===== config.mk =====
export PLATFORM = sky130hd
export DESIGN_NAME = pt_walker
export DESIGN_NICKNAME = d
export VERILOG_FILES = /design/src/rtl/pt_walker_pkg.sv /design/src/rtl/pt_addr_gen.sv /design/src/rtl/pt_entry_check.sv /design/src/rtl/pt_walker.sv
export SDC_FILE = /design/constraint.sdc
export NUM_CORES = 1
export LEC_CHECK = 0
export CORE_ASPECT_RATIO = 1.4
export CORE_MARGIN = 2
export CORE_UTILIZATION = 28
export CTS_CLUSTER_SIZE = 14
export DETAILED_ROUTE_END_ITERATION = 10
export DONT_BUFFER_PORTS = 1
export MAX_ROUTING_LAYER = met4
export PLACE_DENSITY_LB_ADDON = 0.1
export SKIP_LAST_GASP = 1
export SYNTH_ARGS = -nofsm -noshare
export SYNTH_HDL_FRONTEND = slang
export SYNTH_SLANG_ARGS = --single-unit

===== constraint.sdc =====
create_clock -name clk -period 5 [get_ports clk]
set_clock_uncertainty 0.1 [all_clocks]
set_input_delay 0.5 -clock clk [delete_from_list [all_inputs] [get_ports clk]]
set_output_delay 0.5 -clock clk [all_outputs]
set_load 0.01 [all_outputs]

===== src/rtl/pt_walker_pkg.sv =====
package pt_walker_pkg;

  typedef enum logic [1:0] {
    FLT_NONE    = 2'd0,
    FLT_INVALID = 2'd1,
    FLT_ABSENT  = 2'd2,
    FLT_PROT    = 2'd3
  } fault_e;

  typedef enum logic [1:0] {
    ACC_READ  = 2'd0,
    ACC_WRITE = 2'd1,
    ACC_EXEC  = 2'd2,
    ACC_RSVD  = 2'd3
  } acc_e;

  // flag positions inside a table word
  localparam int BIT_VALID   = 0;
  localparam int BIT_READ    = 1;
  localparam int BIT_WRITE   = 2;
  localparam int BIT_EXEC    = 3;
  localparam int BIT_PRESENT = 4;
  localparam int BIT_DIRTY   = 5;
  localparam int BIT_REF     = 6;

endpackage


===== src/rtl/pt_addr_gen.sv =====
module pt_addr_gen #(
  parameter int VA_W    = 32,
  parameter int PA_W    = 32,
  parameter int DIR_W   = 10,
  parameter int LEAF_W  = 10,
  parameter int OFF_W   = 12,
  parameter int ENTRY_W = 32
) (
  input  logic [VA_W-1:0]         va_new,
  input  logic [VA_W-1:0]         va_held,
  input  logic [PA_W-OFF_W-1:0]   root_frame,
  input  logic [ENTRY_W-1:0]      word,
  output logic [PA_W-1:0]         dir_addr,
  output logic [PA_W-1:0]         leaf_addr,
  output logic [PA_W-1:0]         phys_addr
);
  localparam int FRAME_W = PA_W - OFF_W;
  localparam int WORD_SH = $clog2(ENTRY_W / 8);

  logic [FRAME_W-1:0] word_frame;
  logic [DIR_W-1:0]   dir_idx;
  logic [LEAF_W-1:0]  leaf_idx;

  assign word_frame = word[ENTRY_W-1 -: FRAME_W];
  assign dir_idx    = va_new[VA_W-1 -: DIR_W];
  assign leaf_idx   = va_held[OFF_W +: LEAF_W];

  assign dir_addr  = {root_frame, {OFF_W{1'b0}}} + (PA_W'(dir_idx) << WORD_SH);
  assign leaf_addr = {word_frame, {OFF_W{1'b0}}} + (PA_W'(leaf_idx) << WORD_SH);
  assign phys_addr = {word_frame, va_held[OFF_W-1:0]};
endmodule


===== src/rtl/pt_entry_check.sv =====
module pt_entry_check
  import pt_walker_pkg::*;
#(
  parameter int ENTRY_W = 32
) (
  input  logic [ENTRY_W-1:0] leaf,
  input  logic [1:0]         acc,
  output fault_e             verdict,
  output logic [ENTRY_W-1:0] updated
);
  logic allowed;

  always_comb begin
    unique case (acc)
      ACC_READ:  allowed = leaf[BIT_READ];
      ACC_WRITE: allowed = leaf[BIT_WRITE];
      ACC_EXEC:  allowed = leaf[BIT_EXEC];
      default:   allowed = 1'b0;
    endcase
  end

  always_comb begin
    if (!leaf[BIT_VALID])        verdict = FLT_INVALID;
    else if (!leaf[BIT_PRESENT]) verdict = FLT_ABSENT;
    else if (!allowed)           verdict = FLT_PROT;
    else                         verdict = FLT_NONE;
  end

  always_comb begin
    updated = leaf;
    updated[BIT_REF] = 1'b1;
    if (acc == ACC_WRITE) updated[BIT_DIRTY] = 1'b1;
  end
endmodule


===== src/rtl/pt_walker.sv =====
module pt_walker
  import pt_walker_pkg::*;
#(
  parameter int VA_W    = 32,
  parameter int PA_W    = 32,
  parameter int DIR_W   = 10,
  parameter int LEAF_W  = 10,
  parameter int OFF_W   = 12,
  parameter int ENTRY_W = 32,
  localparam int FRAME_W = PA_W - OFF_W
) (
  input  logic                clk,
  input  logic                rst,
  input  logic                start,
  input  logic [VA_W-1:0]     vaddr,
  input  logic [1:0]          acc,
  input  logic [FRAME_W-1:0]  root_frame,
  output logic                busy,
  output logic                done,
  output logic [PA_W-1:0]     paddr,
  output logic [1:0]          fault,
  output logic                mem_req,
  output logic                mem_we,
  output logic [PA_W-1:0]     mem_addr,
  output logic [ENTRY_W-1:0]  mem_wdata,
  input  logic                mem_ack,
  input  logic [ENTRY_W-1:0]  mem_rdata
);
  typedef enum logic [1:0] {ST_IDLE, ST_DIR, ST_LEAF, ST_WB} state_e;

  state_e             state;
  logic [VA_W-1:0]    va_q;
  logic [1:0]         acc_q;
  logic [PA_W-1:0]    pa_q;

  logic [PA_W-1:0]    dir_addr, leaf_addr, phys_addr;
  fault_e             verdict;
  logic [ENTRY_W-1:0] updated;

  pt_addr_gen #(
    .VA_W(VA_W), .PA_W(PA_W), .DIR_W(DIR_W), .LEAF_W(LEAF_W),
    .OFF_W(OFF_W), .ENTRY_W(ENTRY_W)
  ) u_addr (
    .va_new(vaddr), .va_held(va_q), .root_frame(root_frame),
    .word(mem_rdata), .dir_addr(dir_addr), .leaf_addr(leaf_addr),
    .phys_addr(phys_addr)
  );

  pt_entry_check #(.ENTRY_W(ENTRY_W)) u_check (
    .leaf(mem_rdata), .acc(acc_q), .verdict(verdict), .updated(updated)
  );

  always_ff @(posedge clk) begin
    if (rst) begin
      state     <= ST_IDLE;
      busy      <= 1'b0;
      done      <= 1'b0;
      paddr     <= '0;
      fault     <= FLT_NONE;
      mem_req   <= 1'b0;
      mem_we    <= 1'b0;
      mem_addr  <= '0;
      mem_wdata <= '0;
      va_q      <= '0;
      acc_q     <= '0;
      pa_q      <= '0;
    end else begin
      mem_req <= 1'b0;
      mem_we  <= 1'b0;
      done    <= 1'b0;
      unique case (state)
        ST_IDLE: begin
          if (start) begin
            va_q     <= vaddr;
            acc_q    <= acc;
            busy     <= 1'b1;
            mem_req  <= 1'b1;
            mem_addr <= dir_addr;
            state    <= ST_DIR;
          end
        end
        ST_DIR: begin
          if (mem_ack) begin
            if (!mem_rdata[BIT_VALID]) begin
              done  <= 1'b1;
              busy  <= 1'b0;
              fault <= FLT_INVALID;
              paddr <= '0;
              state <= ST_IDLE;
            end else begin
              mem_req  <= 1'b1;
              mem_addr <= leaf_addr;
              state    <= ST_LEAF;
            end
          end
        end
        ST_LEAF: begin
          if (mem_ack) begin
            if (verdict != FLT_NONE) begin
              done  <= 1'b1;
              busy  <= 1'b0;
              fault <= verdict;
              paddr <= '0;
              state <= ST_IDLE;
            end else begin
              mem_req   <= 1'b1;
              mem_we    <= 1'b1;
              mem_wdata <= updated;
              pa_q      <= phys_addr;
              state     <= ST_WB;
            end
          end
        end
        ST_WB: begin
          if (mem_ack) begin
            done  <= 1'b1;
            busy  <= 1'b0;
            fault <= FLT_NONE;
            paddr <= pa_q;
            state <= ST_IDLE;
          end
        end
        default: state <= ST_IDLE;
      endcase
    end
  end
endmodule


## Word-level counts from Yosys, hierarchy flattened

Cells that the tools add are included.

- Flip-flop bits (word level): 160
- Output and inout port bits: 102
- Word-level logic and storage cells: 86

- Add/subtract/negate cells: 2
- Eq/ne operators: 12
- Muxes and demuxes: 46
- Bitwise gates (word level): 2
- Reductions and logical operators: 12

Operators by type and width:

| kind | count |
|---|---|
| $mux 32 | 8 |
| $pmux 32 s3 | 1 |
| $add 32x12->32 | 2 |
| $pmux 32 s2 | 1 |
| $mux 2 | 13 |
| $mux 1 | 17 |
| $ne 2x2->1 const B | 7 |
| $reduce_and 6->1 | 2 |
| $pmux 1 s3 | 3 |
| $pmux 2 s4 | 1 |
| $reduce_and 4->1 | 2 |
| $eq 2x2->1 const B | 3 |
| $pmux 2 s3 | 1 |
| $eq 2x1->1 const B | 2 |
| $logic_not 2->1 | 2 |
| $pmux 1 s4 | 1 |
| $reduce_bool 2->1 | 2 |
| $reduce_and 3->1 | 1 |
| $reduce_bool 3->1 | 1 |
| $not 1->1 | 2 |
| $reduce_and 2->1 | 1 |
| $reduce_or 2->1 | 1 |

## Logic depth before layout (Yosys ltp)

Gate-level depths: netlist of run 1.

- Depth after elaboration: 9
- Mapped depth: 8
- Mapped depth without buffers: 6

## By module

Synthesis of run 1 repeated with hierarchy kept, for this count alone.

- Cells, all modules: 904
- Area total of the unflattened synthesis: 7598.5 µm²

By module, submodules not included:

| module | instances | cells each | area an instance (µm²) | seq. area each (µm²) |
|---|---|---|---|---|
| pt_walker | 1 | 764 | 6552.5 | 3403.3 |
| pt_addr_gen | 1 | 97 | 724.4 | 0.0 |
| pt_entry_check | 1 | 43 | 321.6 | 0.0 |

## Worst setup path after synthesis of run 1

Ideal clock, no wire load.

- Path type: register to register
- From: register state[0]
- To: register paddr[31]
- Data arrival time: 1.823 ns
- Setup slack: 3.007 ns
- Cell stages (with the launch flop): 8
- Buffers on the path: 1
- Period minus slack after synthesis: 1.993 ns
- Path through: dfxtp_1 > inv_1 > ha_1 > and3_1 > a221oi_4 > buf_6 > nand4_1 > a21oi_1

- Longest elaborated chain between the ends: 3

Ends and longest elaborated chain:

| element | line | RTL |
|---|---|---|
| start: declaration | pt_walker.sv:31 | `state_e state;` |
| start signal: assignment | pt_walker.sv:55 | `state <= ST_IDLE;` |
| start signal: assignment | pt_walker.sv:79 | `state <= ST_DIR;` |
| start signal: assignment | pt_walker.sv:89 | `state <= ST_IDLE;` |
| $eq 2x2->1 or $eq 2x1->1 (tied branches) | pt_walker.sv:71 | `unique case (state)` |
| $ne 2x2->1 (no line) or $reduce_bool 3->1 (tied branches) | -- |  |
| $reduce_and 6->1 (no line) | -- |  |
| end signal: assignment | pt_walker.sv:119 | `paddr <= pa_q;` |
| end: declaration | pt_walker.sv:20 | `output logic [PA_W-1:0] paddr,` |

Parallel ways exist; a longest one is shown, timed or not.
A chain may end at the register's enable or synchronous reset.

## Worst setup path in the final report of run 1

- From: register state[1]
- To: register mem_addr[10]

- Longest elaborated chain between the ends: 3

Ends and longest elaborated chain:

| element | line | RTL |
|---|---|---|
| $eq 2x1->1 or $logic_not 2->1 (tied branches) | pt_walker.sv:71 |  |
| $ne 2x2->1 (no line) or $reduce_bool 2->1 (tied branches) | -- |  |
| $reduce_and 4->1 (no line) | -- |  |
| end signal: assignment | pt_walker.sv:78 | `mem_addr <= dir_addr;` |
| end signal: assignment | pt_walker.sv:92 | `mem_addr <= leaf_addr;` |
| end: declaration | pt_walker.sv:24 | `output logic [PA_W-1:0] mem_addr,` |

Parallel ways exist; a longest one is shown, timed or not.

==> results.py, run 1 <==
metrics = {
    "cts": {
        "cts.htree.levels": 4,
        "cts_resized": 0,
        "cts_tree": "built",
        "clock-sinks": 138,
        "cts.clk_slew.worst_paths_ns": 0.06,
        "cts-buffers-inserted": 17,
        "ctsLongestPathBuffers": 2,
        "root_buffer": "clkbuf_16",
        "postCtsSetupRepairBufs": 0,
        "clock_latency_ns": 0.41,
        "hold_buffers": 0,
    },
    "floorplanning": {
        "die_area_um2": 21700,
        "placementRows": 62,
        "start_util": 0.283,
        "core-area_um2": 20300,
        "die_h_um": 174,
        "floorplan.die.width_um": 125,
        "io_pins": 192,
    },
    "cells_and_area": {
        "multi_input_area_um2": 2550,
        "syn_to_final_growth_pct": 9.79,
        "layout_common_cells": "138 x dfxtp_1, 105 x a21oi_1, 65 x o21ai_0",
        "finish.instance_area_um2": 6310,
        "area.sequential_um2": 2760,
        "n_fill_cell": 2173,
        "final_cells": 877,
        "final_common_cell": "dfxtp_1",
        "nets": 704,
        "drive_above_1_share": 0.0789,
        "diodes": 0,
    },
    "timing": {
        "finalSetupViolCount": 0,
        "max_freq_ghz": 0.301,
        "slew_violations": 0,
        "rsz0062_at_grt": "false",
        "fin_hold_ws_ns": 0.0579,
        "max_slew.worst_pin.slew_ns": 1.27,
        "min_period_ns": 3.32,
        "tns_ns": 0,
        "period_share": 0.664,
        "hold_viol_final": 0,
        "slew_headroom": 0.153,
    },
    "route": {
        "vias": 4596,
        "drt-pass1-iter-count": 4,
        "via_per_inst": 5.24,
        "drt_wl_total_um": 17500,
        "drc": 0,
        "post_drt_wl_per_cell_um": 20.0,
        "drtAntennaViolNets": 0,
        "drt_iter0_markers": 210,
    },
    "global_routing": {
        "antenna_found_initial": 0,
        "grt_max_degree": 139,
        "grt_pass1_vias": 4557,
        "grt_usage": 0.166,
        "grt.overflow.total": 0,
        "grt_pass1_wl_um": 27400,
    },
    "synth": {
        "synth_edf_count": 0,
        "synth.avg_cell_area_um2": 8.62,
        "async_flop_share": 0,
        "synth_cell_type_count": 42,
        "muxShareOfSynthArea": 0.0566,
        "ys.flop_type": "dfxtp_1",
        "synthCells": 667,
        "synth_top_family_by_area": "compound AO/OA/AOI/OAI gates",
        "synth_compound_area_frac": 0.229,
        "synthXorXnorAreaFrac": 0,
        "synthSimpleGateAreaFrac": 0.142,
        "synth_adder_area_share": 0.0109,
        "yosysSeqAreaShare": 0.481,
        "synth_seq_cells": 138,
        "netlist_area_um2": 5750,
        "yosys_warnings": 0,
    },
    "worst_setup_path": {
        "worstPathRequired_ns": 5.21,
        "r2r_cells": 8,
        "worstSetupEndpointType": "flip-flop",
        "worstSetupStartpointType": "flip-flop",
        "critical_path_class": "flip-flop to flip-flop",
        "critPathMaxFanout": 36,
        "crit_arrival_ns": 3.53,
    },
    "power_and_ir_drop": {
        "clkPwrFrac": 0.406,
        "finalPower_mw": 3.10,
        "p_switching_mw": 0.937,
        "ir_worst_vdd_mv": 0.254,
        "swShare": 0.302,
        "power.density_nw_per_um2": 491,
        "internal_power_mw": 2.16,
        "p_comb_frac": 0.170,
        "p_seq_frac": 0.424,
        "power.leakage_nw": 2.06,
    },
    "placed_design": {
        "placed_cells": 846,
        "placed_cell_area_um2": 5720,
        "port_buffers": 0,
        "hpwlAfterDp_um": 11300,
        "place_congestion": 0.766,
    },
    "hold_path": {
        "hold_class": "input port to flip-flop",
        "holdPathStages": 1,
    },
    "outcome": {
        "status": "completed",
    },
    "flow_run": {
        "drv_cap": 0,
    },
}
worst max-delay path: stages (launching register included):
cell and delay (ns):
dfxtp_1 0.34, inv_1 0.12, ha_2 0.58, buf_4 0.48, nor2_1 0.13, a211oi_4 0.89
buf_12 0.28, nor2_1 0.06, a211oi_1 0.23
layer usage:
metal  GRT usage  wire [um]  share of wire
met1       0.198       7580           0.43
met5           -          0              0
met3      0.0488        944          0.054
met2       0.273       8810           0.50
met4      0.0440        199          0.011
state kept, by name, summed over array words and instances, names as in the netlist:
signal	cells
state	2
fault	2
mem_req	1
paddr	32
mem_addr	30
mem_wdata	32
acc_q	2
done	1
busy	1
pa_q	12
mem_we	1
va_q	22
cell type report:
cell class                 count  area share
sequential                   138       0.438
tap                          256      0.0507
inverter                       5     0.00297
clock inverter                 9      0.0180
clock buffer                  22      0.0751
timing repair buffer           8      0.0115
multi-input combinational    439       0.404
per-stage QoR:
step | util | setup slack [ns]
6_report | 0.311 | 1.68
3_3_place_gp | 0.282 | 1.76
5_1_grt | 0.311 | 1.35
3_5_place_dp | 0.282 | 1.63
2_1_floorplan | - | 3.01
4_1_cts | 0.311 | 1.60
final timing paths:
path,start,slack (ns),to
worst max-delay path,state[1],1.68,mem_addr[10]
worst min-delay path,rst,0.06,va_q[13]
worst max register to register,state[1],1.68,mem_addr[10]
worst min register to register,va_q[10],0.35,va_q[10]
synth_stat cells (all sizes together), types with 2 or more instances:
cell type / instances / area share
buf: 41 / 0.047
mux2i: 31 / 0.054
clkbuf: 45 / 0.030
nor2b: 2 / 0.0022
nand2: 51 / 0.033
nor2: 36 / 0.024
nand4: 32 / 0.035
ha: 5 / 0.011
nand3: 40 / 0.035
a211oi: 33 / 0.043
o21ai: 76 / 0.066
dfxtp: 138 / 0.48
and2: 2 / 0.0022
a21oi: 105 / 0.091
inv: 5 / 0.0033
nor3: 3 / 0.0026
nand2b: 2 / 0.0022
power by group through the flow:
stage | Combinational, mW | Clock (mW) | Sequential (mW)
floorplan | 0.427 | 0 | 1.32
global placement | 0.523 | 0 | 1.34
global route | 0.602 | 1.34 | 1.33
CTS | 0.538 | 1.30 | 1.32
detailed placement | 0.537 | 0 | 1.34
finish | 0.528 | 1.26 | 1.31
cell families after synthesis:
family | after synthesis
multiplexers | 32
AND/OR/NAND/NOR | 172
buffers and inverters | 91
adder cells (fa/ha/maj) | 5
AO/OA/AOI/OAI | 228
other | 1
flip-flops | 138
Power figures use the tool's default switching activity.
==> run 2: changes to the inputs <==
==> constraint.sdc (replaced) <==
create_clock -name clk -period 2.9 [get_ports clk]
set_clock_uncertainty 0.1 [all_clocks]
set_input_delay 0.29 -clock clk [delete_from_list [all_inputs] [get_ports clk]]
set_output_delay 0.29 -clock clk [all_outputs]
set_load 0.01 [all_outputs]
==> run 2 against run 1 <==
Via count increased by 7.7%. Worst hold slack got worse by 0.041 ns. Die area unchanged. First-iteration DRC count increased by 3.3%. Worst setup slack got worse by 1.5 ns. Critical path depth decreased by 2. Utilization increased by 4.1 points. Flip-flop and latch count unchanged. Register-to-register slack got worse by 1.5 ns. Critical endpoint is now mem_addr[31]. Fmax increased by 22%. Power increased by 81%. Combinational power increased by 99%. Largest cell class unchanged.
==> results.py, run 2 (synthesized netlist as in run 1, its figures left out) <==
metrics = {
    "outcome": {
        "status": "completed",
    },
    "cells_and_area": {
        "diodes": 0,
        "finish.instance_area_um2": 7140,
        "nets": 781,
        "n_fill_cell": 2145,
        "final_common_cell": "dfxtp_1",
        "drive_above_1_share": 0.0901,
        "syn_to_final_growth_pct": 24.2,
        "final_cells": 955,
        "reg.largest.list": "mem_wdata (32), paddr (32), mem_addr (30)",
        "layout_common_cells": "138 x dfxtp_1, 105 x a21oi_1, 66 x dlygate4sd3_1",
    },
    "worst_setup_path": {
        "crit_arrival_ns": 2.96,
        "worstReg2RegEnd": "mem_addr[31]",
        "rr_startpoint": "state[1]",
        "worstSetupStartpoint": "state[1]",
        "endpoint": "mem_addr[31]",
        "worstSetupStartpointType": "flip-flop",
        "critical_path_class": "flip-flop to flip-flop",
        "path_cells": "inv_1 > ha_2 > buf_4 > mux2i_1 > dlygate4sd3_1 > a211oi_1",
        "worstSetupEndpointType": "flip-flop",
        "crit_slowest_cell": "ha_2",
        "cp_slowest_stage_delay_ns": 0.61,
        "worstPathRequired_ns": 3.13,
        "r2r_cells": 6,
        "critPathMaxFanout": 19,
        "worst-r2r-setup-slack_ns": 0.17,
    },
    "timing": {
        "period_share": 0.941,
        "min_period_ns": 2.73,
        "max_freq_ghz": 0.367,
        "finalSetupViolCount": 0,
        "slew_headroom": 0.575,
        "slew_violations": 0,
        "tns_ns": 0,
        "max_slew.worst_pin.slew_ns": 0.638,
        "hold_viol_final": 0,
        "rsz0062_at_grt": "false",
    },
    "cts": {
        "ctsLongestPathBuffers": 2,
        "cts_tree": "built",
        "cts_resized": 0,
        "clock_latency_ns": 0.41,
        "clock-sinks": 138,
        "root_buffer": "clkbuf_16",
        "cts.clk_slew.worst_paths_ns": 0.06,
        "postCtsSetupRepairBufs": 0,
        "hold_buffers": 68,
        "cts-buffers-inserted": 17,
        "cts.htree.levels": 4,
    },
    "floorplanning": {
        "die_h_um": 174,
        "start_util": 0.283,
        "io_pins": 192,
        "placementRows": 62,
        "die_area_um2": 21700,
        "floorplan.die.width_um": 125,
        "core-area_um2": 20300,
    },
    "route": {
        "via_per_inst": 5.18,
        "drt_iter0_markers": 217,
        "drt-pass1-iter-count": 4,
        "vias": 4949,
        "drt_wl_total_um": 17900,
        "drtAntennaViolNets": 0,
        "post_drt_wl_per_cell_um": 18.8,
        "drc": 0,
    },
    "power_and_ir_drop": {
        "ir_worst_vdd_mv": 0.345,
        "power.leakage_nw": 2.43,
        "power.density_nw_per_um2": 786,
    },
    "placed_design": {
        "hpwlAfterDp_um": 11700,
        "placed_cell_area_um2": 5800,
        "place_congestion": 0.769,
        "port_buffers": 0,
        "placed_cells": 855,
    },
    "global_routing": {
        "grt_pass1_vias": 4860,
        "grt_max_degree": 138,
        "grt.overflow.total": 0,
        "grt_pass1_wl_um": 28100,
        "grt_usage": 0.169,
        "antenna_found_initial": 0,
    },
    "flow_run": {
        "drv_cap": 0,
    },
    "hold_path": {
        "holdPathStages": 2,
        "hold_class": "input port to flip-flop",
    },
}
==> run 2: cell count changes in the layout (fill, tap and decap cells not counted), sizes merged <==
cell / before / now
dlygate4sd3: 0 / 66
bufinv: 2 / 3
buf: 8 / 19
inv: 7 / 8
clkbuf: 22 / 20
clkinv: 2 / 3
==> run 2: final cells by class <==
| cell class | instances | area [um2] | area share |
|---|---|---|---|
| flip-flops and latches | 138 | 2760 | 0.387 |
| multi-input cells | 439 | 2550 | 0.357 |
| repair buffers | 85 | 861 | 0.121 |
| clock buffers | 20 | 467 | 0.0654 |
| well taps | 256 | 320 | 0.0449 |
| clock inverters | 12 | 161 | 0.0226 |
| inverters | 5 | 18.8 | 0.00263 |
==> run 2: per-stage QoR <==
step / hold slack [ns] / power [mW] / worst slack (ns) / util
3_3_place_gp: 0.271 / 3.22 / 0.553 / 0.286
4_1_cts: 0.000405 / 5.71 / 0.262 / 0.351
2_1_floorplan: 0.290 / 3.00 / 0.907 / -
5_1_grt: 0.0162 / 5.91 / 0.0520 / 0.351
3_5_place_dp: 0.274 / 3.25 / 0.465 / 0.286
6_report: 0.0170 / 5.61 / 0.172 / 0.351
==> run 2: worst max-delay path, delay by kind of cell (launching register included) <==
kind	cells	cell delay [ns]
mux	1	0.14
buf+inv	3	1.20
fa+ha+maj	1	0.61
compound gates	1	0.24
flops	1	0.34
==> run 2: routing by layer <==
metal | routed length [um] | global-route usage | vias to the layer above
li1 | - | - | 2414
met2 | 9030 | 0.286 | 145
met5 | 0 | - | -
met1 | 7390 | 0.188 | 2370
met4 | 399 | 0.0593 | 0
met3 | 1120 | 0.0528 | 20
==> run 2: where the power goes <==
group	internal (mW)	switching [mW]
Sequential	2.08	0.191
Combinational	0.402	0.651
Clock	1.43	0.858
==> run 2: worst min-delay path by stage <==
stage / endpoint / from / slack [ns]
5_1_grt: mem_addr[8] / vaddr[28] / 0.02
3_3_place_gp: va_q[12] / rst / 0.27
4_1_cts: mem_addr[11] / vaddr[31] / 0.0004
6_report: mem_addr[18] / root_frame[6] / 0.02
2_1_floorplan: done / mem_rdata[0] / 0.29
3_5_place_dp: acc_q[0] / rst / 0.27
==> run 3: changes to the inputs <==
--- a/config.mk
+++ b/config.mk
@@ -7,13 +7,14 @@
 export LEC_CHECK = 0
 export CORE_ASPECT_RATIO = 1.4
 export CORE_MARGIN = 2
-export CORE_UTILIZATION = 28
+export CORE_UTILIZATION = 45
 export CTS_CLUSTER_SIZE = 14
 export DETAILED_ROUTE_END_ITERATION = 10
 export DONT_BUFFER_PORTS = 1
 export MAX_ROUTING_LAYER = met4
-export PLACE_DENSITY_LB_ADDON = 0.1
+export PLACE_DENSITY = 0.58
 export SKIP_LAST_GASP = 1
 export SYNTH_ARGS = -nofsm -noshare
 export SYNTH_HDL_FRONTEND = slang
+export SYNTH_HIERARCHICAL = 1
 export SYNTH_SLANG_ARGS = --single-unit
==> run 3 against run 2 <==
Global-route usage grew 3.0 points. Die area is 21% lower. Register-to-register slack improved by 0.08 ns. Final area grew 8.6%. Worst setup slack improved by 0.080 ns. Fmax up 3.0%. Non-clock buffer count is 8 higher. Power fell by 5.0%.
==> results.py, run 3 <==
metrics = {
    "placed_design": {
        "port_buffers": 0,
        "hpwlAfterDp_um": 11100,
        "place_congestion": 0.833,
        "placed_cell_area_um2": 6360,
    },
    "cts": {
        "ctsLongestPathBuffers": 2,
        "clock-sinks": 160,
        "cts_tree": "built",
        "cts.clk_slew.worst_paths_ns": 0.07,
        "clock_latency_ns": 0.42,
        "root_buffer": "clkbuf_16",
        "cts-buffers-inserted": 17,
        "cts.htree.levels": 4,
    },
    "worst_setup_path": {
        "worstSetupEndpointType": "flip-flop",
        "critPathMaxFanout": 38,
        "r2r_cells": 8,
        "cp_slowest_stage_delay_ns": 0.55,
        "critical_path_class": "flip-flop to flip-flop",
        "worstPathRequired_ns": 3.16,
        "worstSetupStartpointType": "flip-flop",
        "path_cells": "mux2_4 > o221ai_1 > or3b_1 > nor2_4 > buf_6 > nand2_1 > a21oi_1 > dlygate4sd3_1",
        "crit_slowest_cell": "dlygate4sd3_1",
        "crit_arrival_ns": 2.91,
    },
    "route": {
        "post_drt_wl_per_cell_um": 16.6,
        "drt-pass1-iter-count": 4,
        "vias": 5193,
        "drc": 0,
        "drt_wl_total_um": 16700,
        "drtAntennaViolNets": 0,
        "via_per_inst": 5.18,
        "drt_iter0_markers": 236,
    },
    "floorplanning": {
        "core-area_um2": 16000,
        "die_h_um": 154,
        "placementRows": 55,
        "start_util": 0.456,
        "io_pins": 192,
        "floorplan.die.width_um": 111,
        "die_area_um2": 17200,
    },
    "timing": {
        "finalSetupViolCount": 0,
        "fin_hold_ws_ns": 0.0247,
        "max_freq_ghz": 0.378,
        "tns_ns": 0,
        "hold_viol_final": 0,
        "slew_violations": 0,
        "max_slew.worst_pin.slew_ns": 0.590,
        "period_share": 0.913,
        "slew_headroom": 0.605,
        "rsz0062_at_grt": "false",
        "min_period_ns": 2.65,
    },
    "synth": {
        "synth.avg_cell_area_um2": 8.42,
        "netlist_area_um2": 7270,
        "yosys_warnings": 6,
        "synthCells": 864,
    },
    "cells_and_area": {
        "drive_above_1_share": 0.102,
        "layout_common_cells": "214 x nand2_1, 160 x dfxtp_1, 123 x a21oi_1",
        "diodes": 0,
        "final_common_cell": "nand2_1",
        "syn_to_final_growth_pct": 6.59,
        "nets": 887,
        "finish.instance_area_um2": 7750,
    },
    "global_routing": {
        "grtUsageMet1": 0.204,
        "met2_usage": 0.361,
        "grt.overflow.total": 0,
        "grt_max_degree": 131,
        "grt_usage": 0.199,
        "grt_pass1_wl_um": 26500,
        "use_met3": 0.0525,
        "antenna_found_initial": 0,
        "grt_pass1_vias": 5164,
        "busiest_layer": "met2",
    },
    "hold_path": {
        "hold_class": "input port to flip-flop",
        "holdPathStages": 2,
    },
    "power_and_ir_drop": {
        "power.density_nw_per_um2": 687,
        "p_switching_mw": 1.50,
        "swShare": 0.282,
        "ir_worst_vdd_mv": 0.374,
        "clkPwrFrac": 0.387,
        "p_seq_frac": 0.462,
        "p_comb_frac": 0.151,
        "internal_power_mw": 3.83,
        "power.leakage_nw": 2.75,
    },
    "outcome": {
        "status": "completed",
    },
    "flow_run": {
        "drv_cap": 0,
    },
}
==> run 3: final cells by class <==
cell class              instances  area, um2
clock buffers                  18        439
clock inverters                14        108
fillers                      1557       8210
inverters                       7       26.3
multi-input cells             512       2780
flip-flops and latches        160       3200
well taps                     199        249
repair buffers                 93        950
==> run 3: path summary, 6_finish.rpt <==
kind            startpoint            end  slack [ns]
max               acc_q[1]  mem_wdata[21]        0.25
min          root_frame[9]   mem_addr[21]        0.02
max reg2reg       acc_q[1]  mem_wdata[21]        0.25
min reg2reg        va_q[9]        pa_q[9]        0.35
==> run 3: power groups by stage <==
stage	sequential, mW	clock (mW)	combinational, mW
after floorplan	2.48	0	0.719
after global placement	2.51	0	0.594
after detailed placement	2.51	0	0.621
after CTS	2.46	2.12	0.812
after global routing	2.48	2.21	0.886
final	2.46	2.06	0.807
==> run 3: repair_timing <==
item	in CTS	in global routing
hold buffers	82	0
setup endpoints to repair	0	2
setup buffers	0	0
endpoints found under the hold margin	160	0
resized for setup	0	1
==> run 3: routing by layer <==
layer	wire, um	share of wire
met2	9070	0.54
met3	913	0.055
met5	0	0
met1	6280	0.38
met4	433	0.026
==> run 3: per-stage QoR <==
stage / setup WS (ns) / util / instances / power [mW]
2_1_floorplan: 0.866 / - / 867 / 3.20
3_5_place_dp: 0.513 / 0.399 / 889 / 3.13
4_1_cts: 0.190 / 0.485 / 1003 / 5.39
5_1_grt: 0.0336 / 0.486 / 1003 / 5.58
3_3_place_gp: 0.575 / 0.399 / 889 / 3.10
6_report: 0.252 / 0.486 / 1003 / 5.33
==> run 3: worst max-delay path: cells and delay by family, from the launching register on <==
kind / cells / cell delay (ns)
buffers and inverters: 2 / 0.82
AO/OA/AOI/OAI: 2 / 0.31
AND/OR/NAND/NOR: 3 / 0.76
flip-flops: 1 / 0.39
multiplexers: 1 / 0.19
